$ cat src/rtl/console_step_seq.sv
module console_step_seq #(
  parameter int WORD_W = 18
) (
  input  logic              clk,
  input  logic              rst_n,
  input  logic              test_mode,
  input  logic              step,
  input  logic [WORD_W-1:0] sw_buf,
  input  logic [WORD_W-1:0] sw_acc,
  output logic              mem_req,
  output logic              mem_we,
  output logic [WORD_W-3:0] mem_addr,
  output logic [WORD_W-1:0] mem_wdata,
  input  logic [WORD_W-1:0] mem_rdata,
  input  logic              mem_ready,
  output logic              opr_req,
  output logic [WORD_W-1:0] opr_word,
  input  logic              opr_ack,
  output logic [WORD_W-1:0] ac,
  output logic [WORD_W-1:0] mbr,
  output logic [WORD_W-3:0] mar,
  output logic [WORD_W-3:0] pc,
  output logic              busy,
  output logic              run_start
);
  localparam int ADDR_W = WORD_W - 2;
  localparam logic [1:0] OP_STO = 2'b00;
  localparam logic [1:0] OP_ADD = 2'b01;
  localparam logic [1:0] OP_TRN = 2'b10;
  localparam logic [1:0] OP_OPR = 2'b11;

  typedef enum logic [1:0] {S_IDLE, S_MEM, S_OPR} st_t;

  st_t         st;
  logic [1:0]  op;
  logic        armed;
  logic        take;
  logic [1:0]  sw_op;
  logic [ADDR_W-1:0] sw_x;
  logic [WORD_W:0]   raw_sum;
  logic [WORD_W-1:0] oc_sum;

  assign sw_op   = sw_buf[WORD_W-1 -: 2];
  assign sw_x    = sw_buf[ADDR_W-1:0];
  assign take    = step && test_mode && armed && (st == S_IDLE);
  assign raw_sum = {1'b0, ac} + {1'b0, mem_rdata};
  assign oc_sum  = raw_sum[WORD_W-1:0] + {{(WORD_W-1){1'b0}}, raw_sum[WORD_W]};

  assign busy      = (st != S_IDLE);
  assign mem_req   = (st == S_MEM);
  assign mem_we    = (st == S_MEM) && (op == OP_STO);
  assign mem_addr  = mar;
  assign mem_wdata = mbr;
  assign opr_req   = (st == S_OPR);
  assign opr_word  = mbr;

  always_ff @(posedge clk) begin
    if (!rst_n) begin
      st        <= S_IDLE;
      op        <= OP_STO;
      armed     <= 1'b1;
      ac        <= '0;
      mbr       <= '0;
      mar       <= '0;
      pc        <= '0;
      run_start <= 1'b0;
    end else begin
      run_start <= 1'b0;
      if (!test_mode) armed <= 1'b1;
      case (st)
        S_IDLE: if (take) begin
          mar <= sw_x;
          op  <= sw_op;
          case (sw_op)
            OP_STO: begin mbr <= sw_acc; st <= S_MEM; end
            OP_ADD: st <= S_MEM;
            OP_TRN: begin pc <= sw_x; run_start <= 1'b1; armed <= 1'b0; end
            default: begin mbr <= sw_buf; st <= S_OPR; end
          endcase
        end
        S_MEM: if (mem_ready) begin
          if (op == OP_ADD) begin
            mbr <= mem_rdata;
            ac  <= oc_sum;
          end
          st <= S_IDLE;
        end
        S_OPR: if (opr_ack) st <= S_IDLE;
        default: st <= S_IDLE;
      endcase
    end
  end


  mem_hold_chk: assert property (@(posedge clk) disable iff (!rst_n)
    mem_req && !mem_ready |=> mem_req && $stable(mem_we) && $stable(mem_addr) && $stable(mem_wdata));


  add_load_chk: assert property (@(posedge clk) disable iff (!rst_n)
    mem_req && !mem_we && mem_ready |=> mbr == $past(mem_rdata));


  run_pulse_chk: assert property (@(posedge clk) disable iff (!rst_n)
    run_start |-> !busy && pc == $past(sw_buf[ADDR_W-1:0]) ##1 !run_start);


  opr_hold_chk: assert property (@(posedge clk) disable iff (!rst_n)
    opr_req && !opr_ack |=> opr_req && $stable(opr_word));


  req_excl_chk: assert property (@(posedge clk) disable iff (!rst_n)
    $onehot0({mem_req, opr_req, run_start}));


  off_step_chk: assert property (@(posedge clk) disable iff (!rst_n)
    !busy && !test_mode |=> !busy && $stable(mar));
endmodule

$ cat config.mk
export PLATFORM = sky130hd
export DESIGN_NAME = console_step_seq
export DESIGN_NICKNAME = d
export VERILOG_FILES = /design/src/rtl/console_step_seq.sv
export SDC_FILE = /design/constraint.sdc
export NUM_CORES = 1
export LEC_CHECK = 0
export BUFFER_PORTS_ARGS = -buffer_cell sky130_fd_sc_hd__buf_2
export CORE_ASPECT_RATIO = 2
export CORE_UTILIZATION = 54
export CTS_CLUSTER_DIAMETER = 30
export CTS_CLUSTER_SIZE = 25
export DETAILED_ROUTE_END_ITERATION = 7
export PLACE_DENSITY_LB_ADDON = 0.25
export SLEW_MARGIN = 10
export SYNTH_ARGS = -nofsm -noshare
export SYNTH_HDL_FRONTEND = slang
export SYNTH_SLANG_ARGS = --single-unit
$ cat constraint.sdc
create_clock -name clk -period 5.9 [get_ports clk]
set_input_delay 1.18 -clock clk [delete_from_list [all_inputs] [get_ports clk]]
set_output_delay 1.18 -clock clk [all_outputs]
set_load 0.05 [all_outputs]
==> results.md <==
Outcome:
- The flow ran to the end, and the final reports show no timing, DRC or antenna violations.

Worst setup path:
- The start point of the critical path is mem_rdata[0].
- The highest net fanout along the worst path is 5.
- The sort of element at the end of the critical path is a flip-flop.
- The worst setup path is launched from an input port.
- The reg-to-reg critical path startpoint is ac[0].
- The critical path is of the in2reg type.
- STA puts the critical path data arrival time at 4.76 ns.
- The most critical setup path has its endpoint at ac[16].
- The data required time at the worst endpoint is 6.12 ns.
- The end of the worst register-to-register path is ac[16].
- The depth of the worst register-to-register path is 16.
- The reg2reg setup slack is 2.00 ns.

Timing:
- Clock skew on the completed layout was measured at 0.006654 ns.
- The final setup violation count is 0.
- The final-report hold violation count came to 0.
- The highest attainable clock frequency is 0.2203 GHz.
- Setup repair after global routing left no endpoint under its margin.
- In the final timing run, aggregate negative setup slack is 0 ns.
- The final worst-path cycle share is 76.94%.
- For the pin with the worst max-slew slack, the measured transition is 1.197 ns.
- Setup slack on the critical path of the routed design comes to 1.361 ns.
- The worst-case headroom to the max-slew limit is 20.05%.
- The max-slew violation count was 0.
- The shortest period the worst path allows is 4.539 ns.

Floorplan:
- After floorplanning, the core was divided into 48 placement rows.
- The total I/O pin count is 185.
- The die height is 136.7 um.
- The placeable core region is 8708 um2.
- The die footprint is 9486 um2.
- The initial utilization of the core area, before any placement, comes to 56.29%.
- In this run the horizontal extent of the chip is 69.37 um.

Detailed routing:
- For this block, the routed nets add up to 14530 um of wire.
- Using the TritonRoute via totals, the vias-per-cell ratio works out to 5.794.
- The via count is 4873.
- The DRC violation count after routing is 0.
- The number of violations reported at the end of detailed-routing iteration 0 is 309.
- The first detailed-routing pass ran for 5 iterations.
- Once detail routing completed, the nets flagged for antenna violations numbered 0.
- Dividing the detail-routed wire length by the instance count gives 17.28 um.

Power:
- Power spread over the standard cell area amounts to 240.5 nW/um2.
- The cell-internal power is 936.8 uW.
- The combinational fraction of design power is 21.2%.
- In this run the power spent charging and discharging nets is 450.3 uW.
- The portion of total power attributed to sequential cells is 38.0%.
- The fraction of power consumed by the clock network is 40.8%.
- For this design the static power due to leakage is 2.779 nW.
- Of the total power, the share spent switching nets is 32.47%.
- The maximum VDD drop is 0.1431 mV.

GRT:
- The initial antenna violation count is 0.
- The leftover overflow at the end of global routing is 0.
- The via count of the first global-routing pass is 4592.
- Entering global routing, the biggest net connects 70 pins.
- The aggregate global-route resource usage is 29.75%.
- The wire length of the first global-routing pass is 22340 um.

Final layout:
- The number of antenna diodes in the final layout is 0.
- The net count of the finished layout is 821.
- Relative to the synthesized area, the layout overhead comes to 17.66%.
- Cells with a size suffix above 1 make up 30.36% of the layout.

Clocking:
- Clock-pin slew was measured on the worst setup and hold paths at 0.06 ns.
- The number of H-tree levels is 3.
- Hold repair after CTS inserted 0 buffers.
- The number of gates resized after CTS was 0.
- The clock passes through at most 2 buffers.
- At the later pin of the worst-skew pair, clock insertion delay measures 0.33 ns.
- After clock tree synthesis, the setup repair step added 0 buffers.
- The number of CTS-inserted buffers is 9.
- The root buffer cell chosen for the clock tree is clkbuf_16.
- Clock tree synthesis found a total of 74 sinks.
- The clock tree from TritonCTS is yes.

Job:
- Max-cap violations in this run came to 0.

Worst hold path:
- The worst hold path passes through 2 cells.
- The path class of the tightest hold or removal check is reg2reg.

Synthesis:
- Sequential cells were found to cover 30.22% of the synthesized design area.
- The count of synthesis-stage warnings from yosys is 0.
- The cell count after synthesis is 622.
- In this run the mean area of a mapped cell was 7.881 um2.
- After synthesis the cells add up to 4902 um2.
- The number of enable-type register cells in the synthesized netlist is 0.
- The count of unique library cells instantiated by Yosys is 67.
- Of all flip-flops after synthesis, the portion carrying an async set or reset was 0%.
- The number of storage elements in the synthesis netlist is 74.
- The predominant post-synthesis flop cell is dfxtp_1.
- The synthesized net count is 707.

Placement:
- The post-DP HPWL is 11060 um.
- Port buffering added 184 buffers.
- The congestion estimate from routability-driven global placement came to 0.9203.
- At the placement stage, the worst setup path has a slack of 1.005 ns.
-- kinds of logic (layout without fill, tap and decap cells) --
kind of cell	Yosys count	in the layout	share of synthesized area, %
adders and majority gates	25	25	6.534
DFF	74	74	30.22
AOI/OAI and AO/OA	178	178	23.97
muxes	17	17	3.471
buffers and inverters	94	213	11.41
and+or+nand+nor	214	214	20.52
xor gates and xnor gates	20	20	3.880
-- area by class of cell --
cell class,count,area (um2)
clock buffers,10,239.0
clock inverters,6,73.82
fillers,810,2940
inverters,9,33.78
multi-input cells,454,2864
flip-flops and latches,74,1481
well taps,100,125.1
repair buffers,188,950.9
-- stage by stage --
step                power [mW]  cells  util [%]  area, um2  hold slack, ns
detailed placement      0.8293    825     62.61       5453          0.4443
CTS                      1.392    841     66.21       5766          0.4529
finish                   1.387    841     66.24       5768          0.4508
global placement        0.8253    825     62.61       5453          0.4409
global route             1.438    841     66.24       5768          0.4700
floorplan               0.7686    622         -       4902          0.4504
-- critical path, stage by stage --
cell and delay [ns]:
buf_2 0.11, ha_1 0.25, fa_1 0.45, a21o_1 0.21, a221oi_2 0.44, o211ai_1 0.18
a31o_2 0.26, a21o_1 0.19, a21oi_1 0.15, o21bai_1 0.08, ha_1 0.23, ha_1 0.19
nand3_1 0.09, nand3b_1 0.24, nor3_1 0.11, a211oi_1 0.30, nor3b_1 0.09
-- synthesized netlist by cell type (all sizes together) (7+ instances only) --
library cell | n | share of area (%)
xor2 | 11 | 2.1
ha | 24 | 6.1
a21oi | 79 | 8.1
o211ai | 23 | 3.8
nand3 | 13 | 1.3
inv | 8 | 0.61
o21ai | 17 | 1.8
buf | 63 | 9.0
and3 | 7 | 0.89
nor3 | 9 | 0.92
mux2i | 17 | 3.5
xnor2 | 9 | 1.8
a211oi | 16 | 2.7
clkbuf | 22 | 1.7
a21o | 10 | 1.5
nor2 | 21 | 1.6
dfxtp | 74 | 30
nand2 | 125 | 9.6
-- how the worst min path moves through the flow --
stage                        end  slack, ns    from
final                      pc[4]       0.45   pc[4]
after global routing       pc[6]       0.47   pc[6]
after CTS                  pc[5]       0.45   pc[5]
after detailed placement  pc[13]       0.44  pc[13]
after global placement     pc[9]       0.44   pc[9]
after floorplan            op[1]       0.45   op[1]
-- layer usage --
metal  vias up  wire, um  global-route usage, %
li1       2378         -                      -
met2       182      7822                  55.66
met3        49       638                  3.976
met1      2264      5348                  30.86
met4         0       723                  18.25
met5         -         0                      0
-- power by group through the flow --
stage / combinational, mW / clock (mW) / sequential, mW
6_report: 0.294 / 0.566 / 0.527
5_1_grt: 0.312 / 0.597 / 0.529
4_1_cts: 0.293 / 0.572 / 0.527
3_5_place_dp: 0.291 / 0 / 0.538
3_3_place_gp: 0.288 / 0 / 0.537
2_1_floorplan: 0.184 / 0 / 0.584
-- sequential cells by signal, summed over array words and instances (netlist names) --
name / cells
ac: 18
mbr: 18
mar: 16
pc: 16
op: 2
st: 2
armed: 1
run_start: 1
-- placed cells by master (no fill, tap or decap), types with 6 or more instances in the layout --
cell type,count
buf_2,184
nand2_1,125
a21oi_1,79
dfxtp_1,74
ha_1,24
o211ai_1,22
nor2_1,20
mux2i_1,17
a211oi_1,14
nand3_1,13
o21ai_0,12
a21o_1,10
xor2_1,10
nor3_1,9
clkbuf_16,9
inv_1,8
xnor2_1,8
and3_1,7
nor4_1,6
No activity file was read; power rests on OpenSTA's default activity.
